### src/rtl/phy_arb_pkg.sv
package phy_arb_pkg;
  localparam int REG_W = 32;
  localparam int SLOTS = 2;

  typedef enum logic [1:0] {
    RSP_GRANT = 2'b00,
    RSP_BUSY  = 2'b01,
    RSP_ERR   = 2'b10
  } rsp_e;

  typedef struct packed {
    logic             known;
    logic             slot;
    logic [REG_W-1:0] mask;
    logic [REG_W-1:0] value;
  } dec_t;
endpackage

### src/rtl/phy_req_decode.sv
module phy_req_decode
  import phy_arb_pkg::*;
#(
  parameter int VARIANT = 0
) (
  input  logic       is_release,
  input  logic [1:0] chan,
  input  logic [1:0] phy,
  output dec_t       dec
);
  localparam logic [REG_W-1:0] CH0_MASK = 32'h0000_0030;
  localparam logic [REG_W-1:0] CH2_MASK = 32'h8000_0000;
  localparam logic [REG_W-1:0] CH0_P0   = 32'h0000_0010;
  localparam logic [REG_W-1:0] CH0_P1   = (VARIANT == 0) ? 32'h0000_0030 : 32'h0000_0020;
  localparam logic              HAS_CH2  = (VARIANT == 0);

  logic phy_ok;
  assign phy_ok = is_release || (phy[1] == 1'b0);

  always_comb begin
    dec = '0;
    case (chan)
      2'd0: begin
        dec.known = phy_ok;
        dec.slot  = 1'b0;
        dec.mask  = CH0_MASK;
        dec.value = phy[0] ? CH0_P1 : CH0_P0;
      end
      2'd2: begin
        dec.known = phy_ok && HAS_CH2;
        dec.slot  = 1'b1;
        dec.mask  = CH2_MASK;
        dec.value = phy[0] ? CH2_MASK : '0;
      end
      default: dec = '0;
    endcase
  end
endmodule

### src/rtl/phy_own_resolve.sv
module phy_own_resolve
  import phy_arb_pkg::*;
#(
  parameter int NREQ = 3
) (
  input  logic                        clk,
  input  logic                        rst,
  input  logic [NREQ-1:0]             req_valid,
  input  logic [NREQ-1:0]             req_release,
  input  dec_t [NREQ-1:0]             dec,
  input  logic [SLOTS-1:0]            owned_q,
  input  logic [REG_W-1:0]            sel_q,
  output logic [SLOTS-1:0]            owned_d,
  output logic [REG_W-1:0]            sel_d,
  output logic [NREQ-1:0][1:0]        code_d
);
  logic [SLOTS-1:0][NREQ-1:0] claim_win;

  always_comb begin
    owned_d   = owned_q;
    sel_d     = sel_q;
    claim_win = '0;
    for (int i = 0; i < NREQ; i++) begin
      code_d[i] = RSP_GRANT;
      if (req_valid[i]) begin
        if (!dec[i].known) begin
          code_d[i] = RSP_ERR;
        end else if (req_release[i]) begin
          owned_d[dec[i].slot] = 1'b0;
        end else if (owned_d[dec[i].slot]) begin
          code_d[i] = RSP_BUSY;
        end else begin
          owned_d[dec[i].slot]      = 1'b1;
          claim_win[dec[i].slot][i] = 1'b1;
          sel_d = (sel_d & ~dec[i].mask) | dec[i].value;
        end
      end
    end
  end

  generate
    for (genvar s = 0; s < SLOTS; s++) begin : g_slot_chk
      // one channel can never take more than one winning claim per cycle
      p_one_winner_r10: assert property (@(posedge clk) disable iff (rst)
        $countones(claim_win[s]) <= 1);
      // a channel already owned at cycle start cannot be claimed again
      p_owned_no_win_r3: assert property (@(posedge clk) disable iff (rst)
        owned_q[s] && !(|(req_valid & req_release)) |-> claim_win[s] == '0);
    end
  endgenerate
endmodule

### src/rtl/phy_chan_arb.sv
module phy_chan_arb
  import phy_arb_pkg::*;
#(
  parameter int NREQ    = 3,
  parameter int VARIANT = 0
) (
  input  logic                 clk,
  input  logic                 rst,
  input  logic [NREQ-1:0]      req_valid,
  input  logic [NREQ-1:0]      req_release,
  input  logic [NREQ-1:0][1:0] req_chan,
  input  logic [NREQ-1:0][1:0] req_phy,
  output logic [NREQ-1:0]      rsp_valid,
  output logic [NREQ-1:0][1:0] rsp_code,
  output logic [REG_W-1:0]     sel_word
);
  localparam logic [REG_W-1:0] LEGAL_BITS =
    (VARIANT == 0) ? 32'h8000_0030 : 32'h0000_0030;

  dec_t [NREQ-1:0]      dec;
  logic [SLOTS-1:0]     owned_q, owned_d;
  logic [REG_W-1:0]     sel_d;
  logic [NREQ-1:0][1:0] code_d;

  generate
    for (genvar i = 0; i < NREQ; i++) begin : g_dec
      phy_req_decode #(.VARIANT(VARIANT)) u_dec (
        .is_release (req_release[i]),
        .chan       (req_chan[i]),
        .phy        (req_phy[i]),
        .dec        (dec[i])
      );
    end
  endgenerate

  phy_own_resolve #(.NREQ(NREQ)) u_res (
    .clk         (clk),
    .rst         (rst),
    .req_valid   (req_valid),
    .req_release (req_release),
    .dec         (dec),
    .owned_q     (owned_q),
    .sel_q       (sel_word),
    .owned_d     (owned_d),
    .sel_d       (sel_d),
    .code_d      (code_d)
  );

  always_ff @(posedge clk) begin
    if (rst) begin
      owned_q   <= '0;
      sel_word  <= '0;
      rsp_valid <= '0;
      rsp_code  <= '0;
    end else begin
      owned_q   <= owned_d;
      sel_word  <= sel_d;
      rsp_valid <= req_valid;
      rsp_code  <= code_d;
    end
  end

  // reset clears the select word, ownership and responses
  p_reset_clear_r1: assert property (@(posedge clk)
    rst |=> (sel_word == '0) && (rsp_valid == '0) && (owned_q == '0));
  // a response follows each request by exactly one cycle
  p_rsp_follows_r11: assert property (@(posedge clk) disable iff (rst)
    1'b1 |=> rsp_valid == $past(req_valid));
  // without any claim in a cycle the select word holds
  p_hold_no_claim_r9: assert property (@(posedge clk) disable iff (rst)
    !(|(req_valid & ~req_release)) |=> $stable(sel_word));
  // no bit outside the known channel fields is ever set
  p_legal_bits_r7: assert property (@(posedge clk) disable iff (rst)
    (sel_word & ~LEGAL_BITS) == '0);
  // error responses only appear on requests that were sent
  p_err_only_valid_r8: assert property (@(posedge clk) disable iff (rst)
    !(|req_valid) |=> rsp_valid == '0);
endmodule

### config.mk
export PLATFORM = sky130hd
export DESIGN_NAME = phy_chan_arb
export DESIGN_NICKNAME = d
export VERILOG_FILES = /design/src/rtl/phy_arb_pkg.sv /design/src/rtl/phy_req_decode.sv /design/src/rtl/phy_own_resolve.sv /design/src/rtl/phy_chan_arb.sv
export SDC_FILE = /design/constraint.sdc
export NUM_CORES = 1
export LEC_CHECK = 0
export ABC_AREA = 1
export BUFFER_PORTS_ARGS = -buffer_cell sky130_fd_sc_hd__buf_2
export CAP_MARGIN = 25
export CELL_PAD_IN_SITES_DETAIL_PLACEMENT = 1
export CELL_PAD_IN_SITES_GLOBAL_PLACEMENT = 2
export CORE_ASPECT_RATIO = 1.25
export CORE_MARGIN = 2
export CORE_UTILIZATION = 19
export CTS_CLUSTER_DIAMETER = 30
export CTS_CLUSTER_SIZE = 25
export DETAILED_ROUTE_END_ITERATION = 7
export MAX_ROUTING_LAYER = met4
export PLACE_DENSITY = 0.85
export SLEW_MARGIN = 5
export SYNTH_ARGS = -nofsm -noshare
export SYNTH_HDL_FRONTEND = slang
export SYNTH_SLANG_ARGS = --single-unit
export TNS_END_PERCENT = 50
### constraint.sdc
create_clock -name clk -period 1 [get_ports clk]
set_input_delay 0.1 -clock clk [delete_from_list [all_inputs] [get_ports clk]]
set_output_delay 0.1 -clock clk [all_outputs]
set_load 0.005 [all_outputs]
; Word level (Yosys, flattened, before mapping)
; Cells that the tools add are included.
[classes]
n_lt_le_gt_ge = 6
eq_ne = 3
n_mux = 54
bitwise = 27
reduce_logical = 15
[ops]
columns = op, n
row1 = $mux 32, 15
row2 = $pmux 66 s2, 3
row3 = $and 32x32->32, 3
row4 = $not 32->32, 3
row5 = $or 32x32->32, 3
row6 = $mux 2, 18
row7 = $mux 6, 3
row8 = $mux 1, 12
row9 = $reduce_or 4->1, 3
row10 = $not 1->1, 9
row11 = $and 2x2->2, 3
row12 = $eq 2x2->1 const B, 3
row13 = $logic_not 2->1, 3
row14 = $lt 1x2->1 const B, 3
row15 = $not 2->2, 3
row16 = $or 2x2->2, 3
row17 = $reduce_or 2->1, 3
row18 = $demux 1 s1, 3
row19 = $ge 1x1->1 const B, 3
row20 = $logic_and 1x1->1, 3
row21 = $logic_or 1x1->1, 3
[totals]
ff_bits = 43
out_inout_bits = 41

; Logic depth before layout (Yosys ltp)
; Gate-level depths: netlist (run 1).
[depth]
ltp_word = 24
depth_mapped = 11
ltp_nobuf = 11

; Modules after synthesis
; A second synthesis (run 1) with hierarchy kept.
[hier_totals]
cells_unflattened = 883
area_unflattened_um2 = 5043.6
[by_module_without_submodules]
columns = mod, n_inst, cells_per_inst, area_each_um2, seq_area_each_um2
row1 = phy_own_resolve, 1, 530, 2260.9, 0.0
row2 = phy_req_decode, 3, 73, 514.2, 0.0
row3 = phy_chan_arb, 1, 134, 1239.9, 860.8

; Worst setup path after synthesis (run 1)
; No wires, ideal clock.
[synth_path]
kind = reg-to-reg
from = reg owned_q[0]
to = reg sel_word[5]
setup_ps = 113
arrival_ps = 850
setup_slack_ps = 37
stages_incl_launch_ff = 9
synth_period_minus_slack_ps = 963
path_cell_list = dfxtp_1 > o21ai_2 > nand2_1 > nand2_1 > nand2_1 > nand2_1 > nand2_1 > nor2_1 > nor2_1
[synth_between]
elab_chain_len = 18
word_cells_on_any_way = 34
cone_classes = mux: 26 / bitwise: 8
[synth_rtl]
columns = element, line
row1 = start: declaration, phy_chan_arb.sv:21  ; logic [SLOTS-1:0] owned_q, owned_d;
row2 = start signal: assignment, phy_chan_arb.sv:56  ; owned_q <= owned_d;
row3 = $mux 1 (not written as such) (2 in series), phy_own_resolve.sv:30  ; end else if (owned_d[dec[i].slot]) begin
row4 = $mux 32 / $mux 2 (equally long branches), phy_own_resolve.sv:30
row5 = $mux 32 / $mux 2 (equally long branches), phy_own_resolve.sv:28  ; end else if (req_release[i]) begin
row6 = $mux 32 / $mux 2 (equally long branches), phy_own_resolve.sv:26  ; if (!dec[i].known) begin
row7 = $mux 32 / $mux 2 (equally long branches), phy_own_resolve.sv:25  ; if (req_valid[i]) begin
row8 = $and 32x32->32 / $mux 1 (equally long branches), "phy_own_resolve.sv:35, phy_own_resolve.sv:30"
row9 = $or 32x32->32 / $mux 1 (equally long branches), "phy_own_resolve.sv:35, phy_own_resolve.sv:30"
row10 = $mux 32 / $mux 2 (equally long branches), phy_own_resolve.sv:30
row11 = $mux 32 / $mux 2 (equally long branches), phy_own_resolve.sv:28
row12 = $mux 32 / $mux 2 (equally long branches), phy_own_resolve.sv:26
row13 = $mux 32 / $mux 2 (equally long branches), phy_own_resolve.sv:25
row14 = $and 32x32->32 / $mux 1 (equally long branches), "phy_own_resolve.sv:35, phy_own_resolve.sv:30"
row15 = $or 32x32->32 / $mux 1 (equally long branches), "phy_own_resolve.sv:35, phy_own_resolve.sv:30"
row16 = $mux 32, phy_own_resolve.sv:30
row17 = $mux 32, phy_own_resolve.sv:28
row18 = $mux 32, phy_own_resolve.sv:26
row19 = $mux 32 *, phy_own_resolve.sv:25
row20 = end signal: assignment, phy_chan_arb.sv:57  ; sel_word <= sel_d;
row21 = end: declaration, phy_chan_arb.sv:15  ; output logic [REG_W-1:0] sel_word
; Every way passes the cells marked *; elsewhere a longest branch is shown, timed or not. The select of a mux whose other input is x is not followed.
; A chain may end at the register's enable or synchronous reset.

; Worst setup path in the final report (run 1)
[layout_path]
from = reg owned_q[1]
to = reg sel_word[5]
; Same word-level chain as after synthesis.

==> metrics.yaml, run 1 <==
status: "finished, violations left"
violations: "negative setup slack"
place_hpwl_um: 2380
synthCells: 149
fmax_ghz: 0.917
routed_wl_um: 2870
min_path_type: "in2reg"
end_kind: "flop"
rows: 30
cts_hold_buf: 0
core_area_mm2: 0.00541
slew_violations: 0
dpl.cell_count: 263
place_area_mm2: 0.00133
die_area_mm2: 0.00616
hold_start: "req_chan[2]"
cp.arrival_ns: 1.23
first_pass_iters: 4
post-route-drc-count: 0
die_w_um: 70.6
setup_viol: 5
power_uw: 1530
critPathLaunchType: "flop"
timing.final.crit_share_pct: 109
yosysWarnings: 0
synth-seq-area-share_pct: 26.6
switching_share_pct: 28.7
start_util_pct: 19.5
ys_types: 28
finClkSkew_ns: 0.000604
path_max_fanout: 3
final_hold_viol_count: 0
power_density_mw_per_mm2: 1030
cts_htree_levels: 1
fin_area_mm2: 0.00148
drtAntennaViolNets: 0
place_congestion: 0.825
grt_overflow: 0
setup_tns_ns: -0.264
ir_worst_vdd_uv: 396
cts_tree: "done"
clkSinkCount: 14
maxCapViolations: 0
route.vias.total: 1048
ys_ff_latch: 14
die_h_um: 87.3
antenna_cells: 0
worstSetupPathType: "reg2reg"
grt_pass1_wl_um: 4690
layout-drive-gt1-share_pct: 46.3
instances_no_fill: 269
power.leakage_uw: 0.000784
rsz0062_at_grt: "yes"
final-seq-area_um2: 282
power_switching_uw: 440
syn_to_final_growth_pct: 40.6
combinationalPowerShare_pct: 24.8
pin_count: 61
grt_util_all_layers_pct: 9.86
cts_root_buffer: "clkbuf_8"
p_seq_share_pct: 38.6
p_clk_share_pct: 36.6
internal_power_uw: 1090
numCtsBuffers: 3
fin_nets: 226
clock_latency_ns: 0.24
reg2reg_from: "owned_q[1]"
multi_input_area_um2: 654
worstPathRequired_ns: 1.14
viasPerCell: 3.90
clk_path_buf_depth: 2
syn_avg_cell_area_um2: 7.07
antenna_found_initial: 0
wl_per_cell_um: 10.7
drtIter0Drc: 37
setup_slack_ns: -0.0909
cts.clk_slew.worst_paths_ns: 0.06
syn_area_mm2: 0.00105
grt_max_degree: 9
io_buffers: 31
crit_path_start: "owned_q[1]"
grt_pass1_vias: 1058
fin_crit_ns: 1.09
n_fill_cell: 702
[repair_timing]
| action | 4_1_cts | 5_1_grt |
|---|---|---|
| buffers inserted | 2 | 0 |
| endpoints found under the setup margin | 4 | 6 |
| gates resized for setup | 7 | 15 |
| pin swaps | 9 | 4 |
[cell type report]
cell class	count	share of cell area (%)
multi-input combinational	111	44.2
timing repair buffer	53	21.9
sequential	14	19.0
inverter	23	5.83
tap	64	5.41
clock buffer	4	3.72
[metal layers]
layer  up-vias  share of wire, %  global-route usage [%]
met3         2               7.9                    1.74
met1       476                41                    11.2
met2        43                51                    17.6
li1        527                 -                       -
met4         0              0.52                    3.09
met5         -                 0                       -
[Yosys cell counts, drive strengths merged]
library cell | count | area, µm²
a211oi | 1 | 7.51
a21boi | 2 | 15.0
a21o | 1 | 7.51
a21oi | 5 | 28.8
a2bb2oi | 1 | 8.76
and2 | 1 | 6.26
and3b | 1 | 8.76
buf | 29 | 218
conb | 1 | 3.75
dfxtp | 14 | 280
inv | 23 | 86.3
nand2 | 28 | 118
nand3 | 14 | 100
nand4 | 5 | 31.3
nor2 | 15 | 81.3
nor3 | 3 | 20.0
nor4 | 1 | 6.26
o211ai | 1 | 7.51
o21ai | 3 | 18.8
[layout by cell type, fill, tap and decap left out, drive strengths merged, types with 2 or more instances in the layout]
| cell type | n |
|---|---|
| nand4 | 5 |
| inv | 23 |
| conb | 29 |
| a21boi | 2 |
| o21ai | 3 |
| nand3 | 14 |
| nor2 | 15 |
| clkbuf | 4 |
| a21oi | 5 |
| buf | 53 |
| dfxtp | 14 |
| nor3 | 3 |
| nand2 | 28 |
[state kept, by name, indices dropped and copies added (netlist names)]
signal,flops
rsp_code,6
rsp_valid,3
sel_word,3
owned_q,2
[power by group through the flow]
stage                     registers (µW)  logic [µW]  clock network [µW]
after floorplan                      604         241                   0
after global placement               602         326                   0
after detailed placement             602         334                   0
after CTS                            591         356                 589
after global routing                 594         425                 628
final                                591         379                 561
[through the flow]
step | utilization [%] | hold WS, ns | setup slack (ns)
floorplan | - | 0.162 | 0.0369
global placement | 24.5 | 0.406 | -0.182
detailed placement | 24.5 | 0.406 | -0.220
CTS | 26.3 | 0.152 | -0.115
global route | 27.4 | 0.170 | -0.186
finish | 27.4 | 0.153 | -0.0909
[cells by family (layout without fill, tap and decap cells)]
kind of cell / after synthesis / after routing / share of synthesized area, %
other cells: 1 / 29 / 0.356
buf+inv: 52 / 80 / 28.9
flops: 14 / 14 / 26.6
compound gates: 14 / 14 / 8.91
simple gates: 68 / 68 / 35.3
[final timing paths]
kind | end | slack (ns) | cells past startpoint
worst min register to register | sel_word[31] | 0.63 | 4
worst max-delay path | sel_word[5] | -0.09 | 9
worst min-delay path | rsp_code[2] | 0.15 | 4
worst max register to register | sel_word[5] | -0.09 | 9
[critical path: stages (launching register included)]
cell	delay, ns
dfxtp_2	0.32
inv_2	0.05
nand2_2	0.08
nand3_2	0.08
nand2_4	0.10
nand2_2	0.08
nand2_2	0.08
nor2_2	0.04
nor2_2	0.10
nor2_1	0.05
Power figures use the tool's default switching activity.
==> run 2, diff against run 1 <==
--- a/config.mk
+++ b/config.mk
@@ -16,7 +16,6 @@
 export CTS_CLUSTER_DIAMETER = 30
 export CTS_CLUSTER_SIZE = 25
 export DETAILED_ROUTE_END_ITERATION = 7
-export MAX_ROUTING_LAYER = met4
 export PLACE_DENSITY = 0.85
 export SLEW_MARGIN = 5
 export SYNTH_ARGS = -nofsm -noshare
==> constraint.sdc (replaced) <==
create_clock -name clk -period 1 [get_ports clk]
set_input_delay 0.25 -clock clk [delete_from_list [all_inputs] [get_ports clk]]
set_output_delay 0.25 -clock clk [all_outputs]
set_load 0.005 [all_outputs]
==> run 2 against run 1 <==
The run still ends with negative setup slack left. Non-clock buffer count decreased by 7. Critical path type unchanged. Combinational power rose by 2%. Largest cell class unchanged. Clock power barely moved. Worst setup slack better by 0.024 ns. Die area stayed put. Register-to-register slack improved by 0.02 ns. Flip-flop and latch count did not move. Via count decreased by 1.0%. Critical path depth stayed put.
==> metrics.yaml, run 2 (synthesis results as in run 1) <==
status: "finished, violations left"
violations: "negative setup slack"
core_area_mm2: 0.00541
min_path_type: "in2reg"
antenna_cells: 0
syn_to_final_growth_pct: 41.0
cts_tree: "done"
ir_worst_vdd_uv: 397
path_buf_inv: 1
fin_crit_ns: 1.07
instances_no_fill: 262
multi_input_area_um2: 657
power.leakage_uw: 0.000760
rsz0062_at_grt: "yes"
combinationalPowerShare_pct: 25.0
finClkSkew_ns: 0.00705
maxCapViolations: 0
power_density_mw_per_mm2: 1040
largest_reg_flops: 6
setup_viol: 5
wl_per_cell_um: 10.8
power_switching_uw: 450
grt_pass1_vias: 1041
fin_nets: 219
post-route-drc-count: 0
antenna_found_initial: 0
setup_slack_ns: -0.0664
largestRegisters: "rsp_code (6), rsp_valid (3), sel_word (3)"
worstPathRequired_ns: 1.14
critical_path.top_delay_family: "simple AND/OR/NAND/NOR gates"
drtAntennaViolNets: 0
first_pass_iters: 3
cp.arrival_ns: 1.21
cts_htree_levels: 1
place_congestion: 0.752
p_clk_share_pct: 36.6
die_h_um: 87.3
grt_pass1_wl_um: 4360
grt_max_degree: 9
worstPathCellList: "inv_2 -> nand2_2 -> nand3_2 -> nand2_2 -> nand2_2 -> nand2_2 -> nor2_2 -> nor2_1 -> nor2_1"
final_cell_mix: "conb_1 (29), buf_2 (28), nand2_1 (18)"
cts_root_buffer: "clkbuf_8"
timing.final.crit_share_pct: 107
pin_count: 61
die_w_um: 70.6
drtIter0Drc: 14
fmax_ghz: 0.938
end_kind: "flop"
clkSinkCount: 14
pre_cts_ws_ns: -0.398
switching_share_pct: 29.2
rows: 30
viasPerCell: 3.96
internal_power_uw: 1090
cts_hold_buf: 0
io_buffers: 31
dpl.cell_count: 257
final-seq-area_um2: 282
path_max_fanout: 3
worstSetupPathType: "reg2reg"
die_area_mm2: 0.00616
numCtsBuffers: 3
route.vias.total: 1037
setup_tns_ns: -0.177
routed_wl_um: 2840
p_seq_share_pct: 38.4
place_area_mm2: 0.00134
final_hold_viol_count: 0
n_fill_cell: 691
critPathMaxStageDelay_ns: 0.32
final_common_cell: "conb_1"
start_util_pct: 19.5
clock_latency_ns: 0.25
critPathLaunchType: "flop"
fin_area_mm2: 0.00149
cts.clk_slew.worst_paths_ns: 0.06
clk_path_buf_depth: 2
slowest_stage: "dfxtp_1"
grt_util_all_layers_pct: 8.98
grt_overflow: 0
place_hpwl_um: 2400
crit_top_cell: "nand2_2"
top_register: "rsp_code"
layout-drive-gt1-share_pct: 44.4
slew_violations: 0
## run 2: changes by cell type in the layout (fill, tap and decap cells not counted), sizes merged
| cell | delta |
|---|---|
| buf | -7 |
## run 2: stage by stage
step                utilization, %  total power [µW]  hold WS [ns]
floorplan                        -               858         0.312
global placement              24.8               936         0.551
detailed placement            24.8               944         0.554
CTS                           26.8              1540         0.293
global route                  27.5              1620         0.317
finish                        27.5              1540         0.306
## run 2: power groups by stage
stage          Sequential (µW)  Combinational [µW]  Clock [µW]
2_1_floorplan              604                 255           0
3_3_place_gp               602                 335           0
3_5_place_dp               601                 343           0
4_1_cts                    591                 370         581
5_1_grt                    593                 429         600
6_report                   591                 386         564
## run 2: worst register-to-register path, stage by stage, from the launching register on
cell and delay (ns):
dfxtp_1 0.32, inv_2 0.05, nand2_2 0.09, nand3_2 0.07, nand2_2 0.10, nand2_2 0.08
nand2_2 0.08, nor2_2 0.03, nor2_1 0.09, nor2_1 0.04
## run 2: layout make-up
| cell class | count | share of cell area, % |
|---|---|---|
| Inverter | 23 | 7.67 |
| Multi-Input combinational cell | 111 | 44.2 |
| Sequential cell | 14 | 19.0 |
| Tap cell | 64 | 5.39 |
| Timing Repair Buffer | 46 | 20.1 |
| Clock buffer | 4 | 3.71 |
## run 2: metal layers
layer	track usage [%]	part of all wire, %
met1	8.51	34
met2	18.5	57
met3	1.04	6.6
met4	4.63	2.0
met5	0	0
## run 2: worst paths after layout
| check | from | end | slack [ns] | depth (start not counted) |
|---|---|---|---|---|
| max reg2reg | owned_q[1] | sel_word[5] | -0.07 | 9 |
| min reg2reg | sel_word[4] | sel_word[4] | 0.62 | 4 |
| min | rst | sel_word[4] | 0.31 | 2 |
| max | owned_q[1] | sel_word[5] | -0.07 | 9 |
## run 2: repair_timing
action	CTS	global route
gates resized for setup	19	5
buffers inserted	0	1
cloned	0	0
hold endpoints to repair	0	0
endpoints found under the setup margin	4	5
pin swaps	8	3
